`config.mk`:
```
export PLATFORM = sky130hd
export DESIGN_NAME = hshe_pwm_seq
export DESIGN_NICKNAME = d
export VERILOG_FILES = /design/src/rtl/hshe_pwm_seq.sv
export SDC_FILE = /design/constraint.sdc
export NUM_CORES = 1
export LEC_CHECK = 0
export CORE_MARGIN = 2
export CORE_UTILIZATION = 51
export DETAILED_ROUTE_END_ITERATION = 10
export GPL_ROUTABILITY_DRIVEN = 0
export GPL_TIMING_DRIVEN = 0
export PLACE_DENSITY_LB_ADDON = 0.2
export SETUP_SLACK_MARGIN = 0.5
export SLEW_MARGIN = 20
export SYNTH_ARGS = -nofsm -noshare
export SYNTH_HDL_FRONTEND = slang
export SYNTH_SLANG_ARGS = --single-unit
```
`constraint.sdc`:
```
create_clock -name clk -period 8.6 [get_ports clk]
set_clock_uncertainty 0.05 [all_clocks]
set_input_delay 1.72 -clock clk [delete_from_list [all_inputs] [get_ports clk]]
set_output_delay 1.72 -clock clk [all_outputs]
set_load 0.1 [all_outputs]
```
`src/rtl/hshe_pwm_seq.sv`:
```
module hshe_pwm_seq #(
  parameter int PH_W  = 32,
  parameter int ANG_W = 16,
  parameter int NANG  = 9,
  parameter int IDX_W = $clog2(NANG)
) (
  input  logic             clk,
  input  logic             rst_n,
  input  logic [PH_W-1:0]  step_word,
  input  logic [PH_W-1:0]  conv_floor,
  input  logic             wr_en,
  input  logic             wr_conv,
  input  logic [IDX_W-1:0] wr_idx,
  input  logic [ANG_W-1:0] wr_angle,
  output logic [1:0]       leg_a,
  output logic [1:0]       leg_b,
  output logic [1:0]       leg_c,
  output logic             conv_active,
  output logic             wr_fault
);

  localparam logic [PH_W-1:0] SHIFT_120 = PH_W'((64'd1 << PH_W) / 3);
  localparam logic [PH_W-1:0] SHIFT_240 = PH_W'(((64'd1 << PH_W) * 2 + 1) / 3);

  typedef logic [NANG-1:0][ANG_W-1:0] angset_t;

  logic [PH_W-1:0] acc;
  logic [PH_W-1:0] acc_nx;
  logic            wrap;
  logic            conv_q;
  logic            fault_q;
  angset_t         tbl [2];

  assign {wrap, acc_nx} = {1'b0, acc} + {1'b0, step_word};

  function automatic logic [1:0] leg_code(input logic [PH_W-1:0] ph, input angset_t a);
    logic [ANG_W-1:0] pos;
    logic             odd;
    pos = ph[PH_W-2] ? ~ph[PH_W-3 -: ANG_W] : ph[PH_W-3 -: ANG_W];
    odd = 1'b0;
    for (int i = 0; i < NANG; i++)
      odd = odd ^ (a[i] < pos);
    return odd ? (ph[PH_W-1] ? 2'b11 : 2'b01) : 2'b00;
  endfunction

  always_ff @(posedge clk) begin
    if (!rst_n) begin
      acc     <= '0;
      conv_q  <= 1'b1;
      fault_q <= 1'b0;
      tbl[0]  <= '1;
      tbl[1]  <= '1;
    end else begin
      acc <= acc_nx;
      if (wrap)
        conv_q <= (step_word >= conv_floor);
      if (wr_en) begin
        if (wr_conv == conv_q)
          fault_q <= 1'b1;
        else if (wr_idx < IDX_W'(NANG))
          tbl[wr_conv][wr_idx] <= wr_angle;
      end
    end
  end

  assign leg_a       = leg_code(acc, tbl[conv_q]);
  assign leg_b       = leg_code(acc - SHIFT_120, tbl[conv_q]);
  assign leg_c       = leg_code(acc - SHIFT_240, tbl[conv_q]);
  assign conv_active = conv_q;
  assign wr_fault    = fault_q;

  a_r1_code_legal: assert property (@(posedge clk) disable iff (!rst_n)
    (leg_a != 2'b10) && (leg_b != 2'b10) && (leg_c != 2'b10));

  a_r4_sign_by_half: assert property (@(posedge clk) disable iff (!rst_n)
    (!acc[PH_W-1] |-> leg_a != 2'b11));

  a_r7_switch_on_wrap: assert property (@(posedge clk) disable iff (!rst_n)
    (conv_q != $past(conv_q)) |-> (acc < $past(acc)));

  a_r8_fault_sticky: assert property (@(posedge clk) disable iff (!rst_n)
    $past(fault_q) |-> fault_q);

  a_r8_fault_on_active_write: assert property (@(posedge clk) disable iff (!rst_n)
    (wr_en && (wr_conv == conv_q)) |=> fault_q);

  a_r8_active_frozen: assert property (@(posedge clk) disable iff (!rst_n)
    (conv_q == $past(conv_q)) |-> (tbl[conv_q] == $past(tbl[conv_q])));

endmodule

```
# Yosys cells after proc, flatten, opt, wreduce, memory -nomap -nowiden
# Memory sizes are Yosys's and may differ from the RTL's. A register that Yosys moved wholly into a read port is not among the register bits.
# Cells that the tools add are included.
# op_classes
muxes,22
magnitude_cmp,31
n_eq_ne,1
n_reduce_logical,3
bitwise,27
addsub,3
# ops
op,n
$lt 16x16->1,27
$mux 144,3
$reduce_or 144->1,1
$demux 16 s4,1
$mux 16,4
$not 16->16,3
$add 32x32->33,1
$ge 32x32->1,1
$sub 32x31->32 const B,1
$sub 32x32->32 const B,1
$xor 1x1->1,24
$mux 2,6
$mux 1,8
$lt 4x5->1 const B,1
$ge 4x1->1 const B,1
$lt 4x4->1 const B,1
$reduce_and 2->1,1
$eq 1x1->1,1
$logic_and 1x1->1,1
# totals
mem_count,1
mem_bits_rw,288
ff_bits,34
word_cells,91
# mem_list
name,depth,width,read_ports,rd_clocked_by_memory_dff,wr,line_no,text
tbl,2,144,1,1,2,32,angset_t tbl [2];

# Depth between registers and ports, before layout
# logic_depth
depth_word,13
depth_mapped,24
depth_no_buf,24

# Worst setup path before layout
# No wires, ideal clock.
# synth_timing
kind,reg2out
startpoint,register (tool-made name)
endpoint,output port leg_b[1]
t_arrival_ns,7.649
stages_incl_launch_ff,22
t_required_ns,6.830
slack_ns,-0.819
cell_sequence,dfxtp_1 > clkbuf_1 > buf_1 > clkbuf_1 > clkbuf_1 > clkbuf_1 > clkbuf_1 > mux2_2 > ha_1 > a21o_1 > a21o_1 > a21oi_1 > nor2_1 > a2111oi_0 > o21a_1 > inv_1 > a2111oi_0 > a211oi_1 > xnor2_1 > xnor3_1 > xnor2_1 > and2_1
# synth_rtl
element,line_no,text
end: declaration,16,"output logic [1:0] leg_b,"

# Worst setup path in the final report
# layout_timing
startpoint,register acc[8]
endpoint,output port leg_c[1]
# layout_via
elab_chain_len,13
elab_cells_between_ends,22
# layout_rtl
element,line_no,text
start: declaration,27,logic [PH_W-1:0] acc;
start signal: assignment,54,acc <= acc_nx;
$sub 32x32->32 *,68,"assign leg_c = leg_code(acc - SHIFT_240, tbl[conv_q]);"
$not 16->16,39,pos = ph[PH_W-2] ? ~ph[PH_W-3 -: ANG_W] : ph[PH_W-3 -: ANG_W];
$mux 16,39,
$lt 16x16->1,42,odd = odd ^ (a[i] < pos);
$xor 1x1->1 (8 in a row),42,
$mux 2 *,43,return odd ? (ph[PH_W-1] ? 2'b11 : 2'b01) : 2'b00;
end: declaration,17,"output logic [1:0] leg_c,"
# Every way passes the cells marked *; elsewhere a longest branch is shown, timed or not.

==> flow_summary.toml <==
[synth]
syn_inst = 2445
synthesis.nets = 2977
syn_area_per_cell_um2 = 10.6
yosys_warnings = 0
synth-adder-area-share_pct = 21.8
synth_ff_type = "edfxtp_1"
yosysTopAreaCell = "edfxtp_1"
synth_edf_count = 288
ys_types = 85
synth_simple_gate_area_share_pct = 15.9
synth.area.top_cells = "edfxtp_1 33%, ha_1 21%, or3_1 6.3%, mux2_2 5.7%, a21o_1 2.9%"
async_reset_ff_share_pct = 0
synthMuxAreaShare_pct = 6.33
yosys.area.top_type_share_pct = 33.3
netlist_area_mm2 = 0.0260
synth_compound_area_share_pct = 12.8
synth_top_family_by_area = "adder cells"
yosysSeqAreaShare_pct = 36.0
synth_xor_area_share_pct = 4.55
synth-seq-cells = 323

[timing]
finalHoldViolations = 0
whs_ns = 0.459
rsz0062_at_grt = "true"
slew_headroom_pct = 21.4
fmax_mhz = 123
setup_violations = 0
fin_crit_ns = 8.13
tightestPinTransition_ns = 1.18
maxSlewViolCount = 0
finalCritPeriodShare_pct = 94.5

[placed_design]
portBuffers = 95
dp_hpwl_mm = 71.1

[clock_network]
tritoncts = "yes"
htreeDepth = 2
cts_inserted_buffers = 37
path_clk_slew_ns = 0.06
cts.sinks = 323
clkLatencyLatePin_ns = 0.56
clockRootBuffer = "clkbuf_16"
clockBufferDepth = 3

[global_route]
grt_start_max_net_pins = 17
grt.overflow.total = 0
grt_util_all_layers_pct = 34.8
grt_antenna_before_repair = 1
grt_pass1_vias = 21039
grt_pass1_wl_mm = 135

[final_layout]
num-nets-final = 3191
area_growth_syn_to_layout_pct = 17.0
drive_gt1_share_pct = 15.1

[route]
first_pass_iters = 6
routed_wl_mm = 93.8
drtIter0Drc = 3260
via_per_inst = 6.62
wire_per_inst_um = 28.0
dr_total_vias = 22205
drc_errors = 0
ant_nets = 0

[setup_path]
cp.arrival_ns = 6.36
worstPathRequired_ns = 6.83
start_kind = "flip-flop"
r2r_slack_ns = 4.59
crit_path_end_kind = "output port"
crit_type = "flip-flop to output port"
crit_fanout = 5

[status]
status = "finished clean"

[floorplan]
num_io_pins = 96
rows = 82
die_y_um = 230
die_x_um = 230
core_area_mm2 = 0.0503
initial_core_util_pct = 51.7
dieArea_mm2 = 0.0528

[run]
cap_violations = 0

[min_path]
hold_class = "flip-flop to flip-flop"
## repair_timing
action | CTS | global route
endpoints found under the setup margin | 6 | 6
resized for setup | 83 | 40
gates cloned | 0 | 0
pin swaps | 12 | 15
hold buffers | 0 | 0
hold endpoints to repair | 0 | 0
setup buffers | 10 | 15
## critical path: stages, from the launching register on
cell and delay (ns):
dfxtp_1 0.37, a2111oi_2 0.42, o21ai_2 0.20, a2111oi_4 0.40
nor2_1 0.17, o21a_1 0.27, nor2_4 0.19, nor2b_2 0.10
o21ai_2 0.17, nand2b_1 0.19, xnor2_4 0.27, ha_1 0.29
nand4_1 0.12, nor3_1 0.09, a2111oi_0 0.56, o21ai_1 0.22
nor2_1 0.12, o21ai_0 0.13, o22ai_2 0.24, xnor2_1 0.15
xnor2_2 0.24, xnor3_1 0.49, and2_1 0.16, buf_4 0.23
## final cells by class
cell class                 instances  area [µm²]
timing repair buffer             175        1820
antenna                            1        2.50
sequential                       323        9350
clock buffer                      44         952
tap                              672         841
multi-input combinational       1945       16600
buffer                           114         517
clock inverter                    18        96.3
fill                            4061       19900
inverter                          63         236
## worst paths after layout
path	from	end	depth (start not counted)
setup reg to reg	acc[1]$_SDFF_PN0_	acc[31]$_SDFF_PN0_	14
hold reg to reg	wr_fault$_SDFFE_PN0P_	wr_fault$_SDFFE_PN0P_	2
setup / recovery	acc[8]$_SDFF_PN0_	leg_c[1]	23
hold / removal	wr_fault$_SDFFE_PN0P_	wr_fault$_SDFFE_PN0P_	2
## cells by family (layout without fill, tap and decap cells)
family | count (synthesis) | in the layout
other | 0 | 1
buffers and inverters | 177 | 414
flip-flops | 323 | 323
multiplexers | 148 | 148
adder cells (fa/ha/maj) | 455 | 455
AND/OR/NAND/NOR | 702 | 702
AO/OA/AOI/OAI | 518 | 518
XOR/XNOR | 122 | 122
## layout by cell type, fill, tap and decap left out, types with 9 or more instances in the layout
master and instances:
a21oi_1 148, clkdlybuf4s50_1 89, and3_1 10, buf_4 32, nor2_1 57, dfxtp_1 32, nand3_1 14, o211ai_1 12
inv_1 62, and2_1 23, or3_1 263, ha_1 443, clkbuf_16 37, o21ai_2 21, buf_8 15, xnor2_2 39
edfxtp_1 288, nand4_1 61, a31oi_1 9, nor2b_1 66, clkbuf_1 94, maj3_1 9, xnor2_1 42, mux2_2 131
nor3_1 16, nand2_1 71, nand2b_1 79, o21ai_1 9, xor2_1 25, a21boi_0 9, o21ai_0 91, buf_6 45
mux2i_1 17, clkinv_1 9, o21a_1 27, a211oi_1 14, a21o_1 101, and4_1 14
## metal layers
| layer | share of wire [%] | vias up | GRT usage (%) |
|---|---|---|---|
| met5 | 0 | - | 0 |
| met4 | 6.2 | 0 | 18.3 |
| met3 | 13 | 358 | 6.83 |
| met2 | 41 | 1483 | 50.0 |
| met1 | 40 | 10612 | 49.3 |
| li1 | - | 9752 | - |
## stage by stage
stage	area (µm²)	TNS, ns	utilization, %	setup slack, ns	cells
6_report	30400	0	60.5	0.474	3355
5_1_grt	30400	0	60.5	0.396	3354
4_1_cts	30200	0	60.0	0.457	3339
3_5_place_dp	28900	-11.82	57.4	-2.47	3267
3_3_place_gp	27800	-11.49	55.3	-2.40	3212
2_1_floorplan	26000	0	-	0.520	2445
## flip-flops by register name (all words and copies together) (netlist names), named ones only
register and flops:
acc 32, tbl 288, wr_fault 1, conv_active 1
## synth_stat cells (16+ instances only)
master,number
a211oi_1,16
a21o_1,101
a21oi_1,151
and2_1,24
clkbuf_1,101
dfxtp_1,35
edfxtp_1,288
ha_1,443
inv_1,62
mux2_2,131
mux2i_1,17
nand2_1,71
nand2b_1,79
nand4_1,61
nor2_1,58
nor2b_1,69
nor3_1,16
o21a_1,27
o21ai_0,112
or3_1,263
xnor2_1,85
xor2_1,28
Power is not shown: default switching activity piles up to over one toggle a cycle in this logic, so the estimate is an artifact.
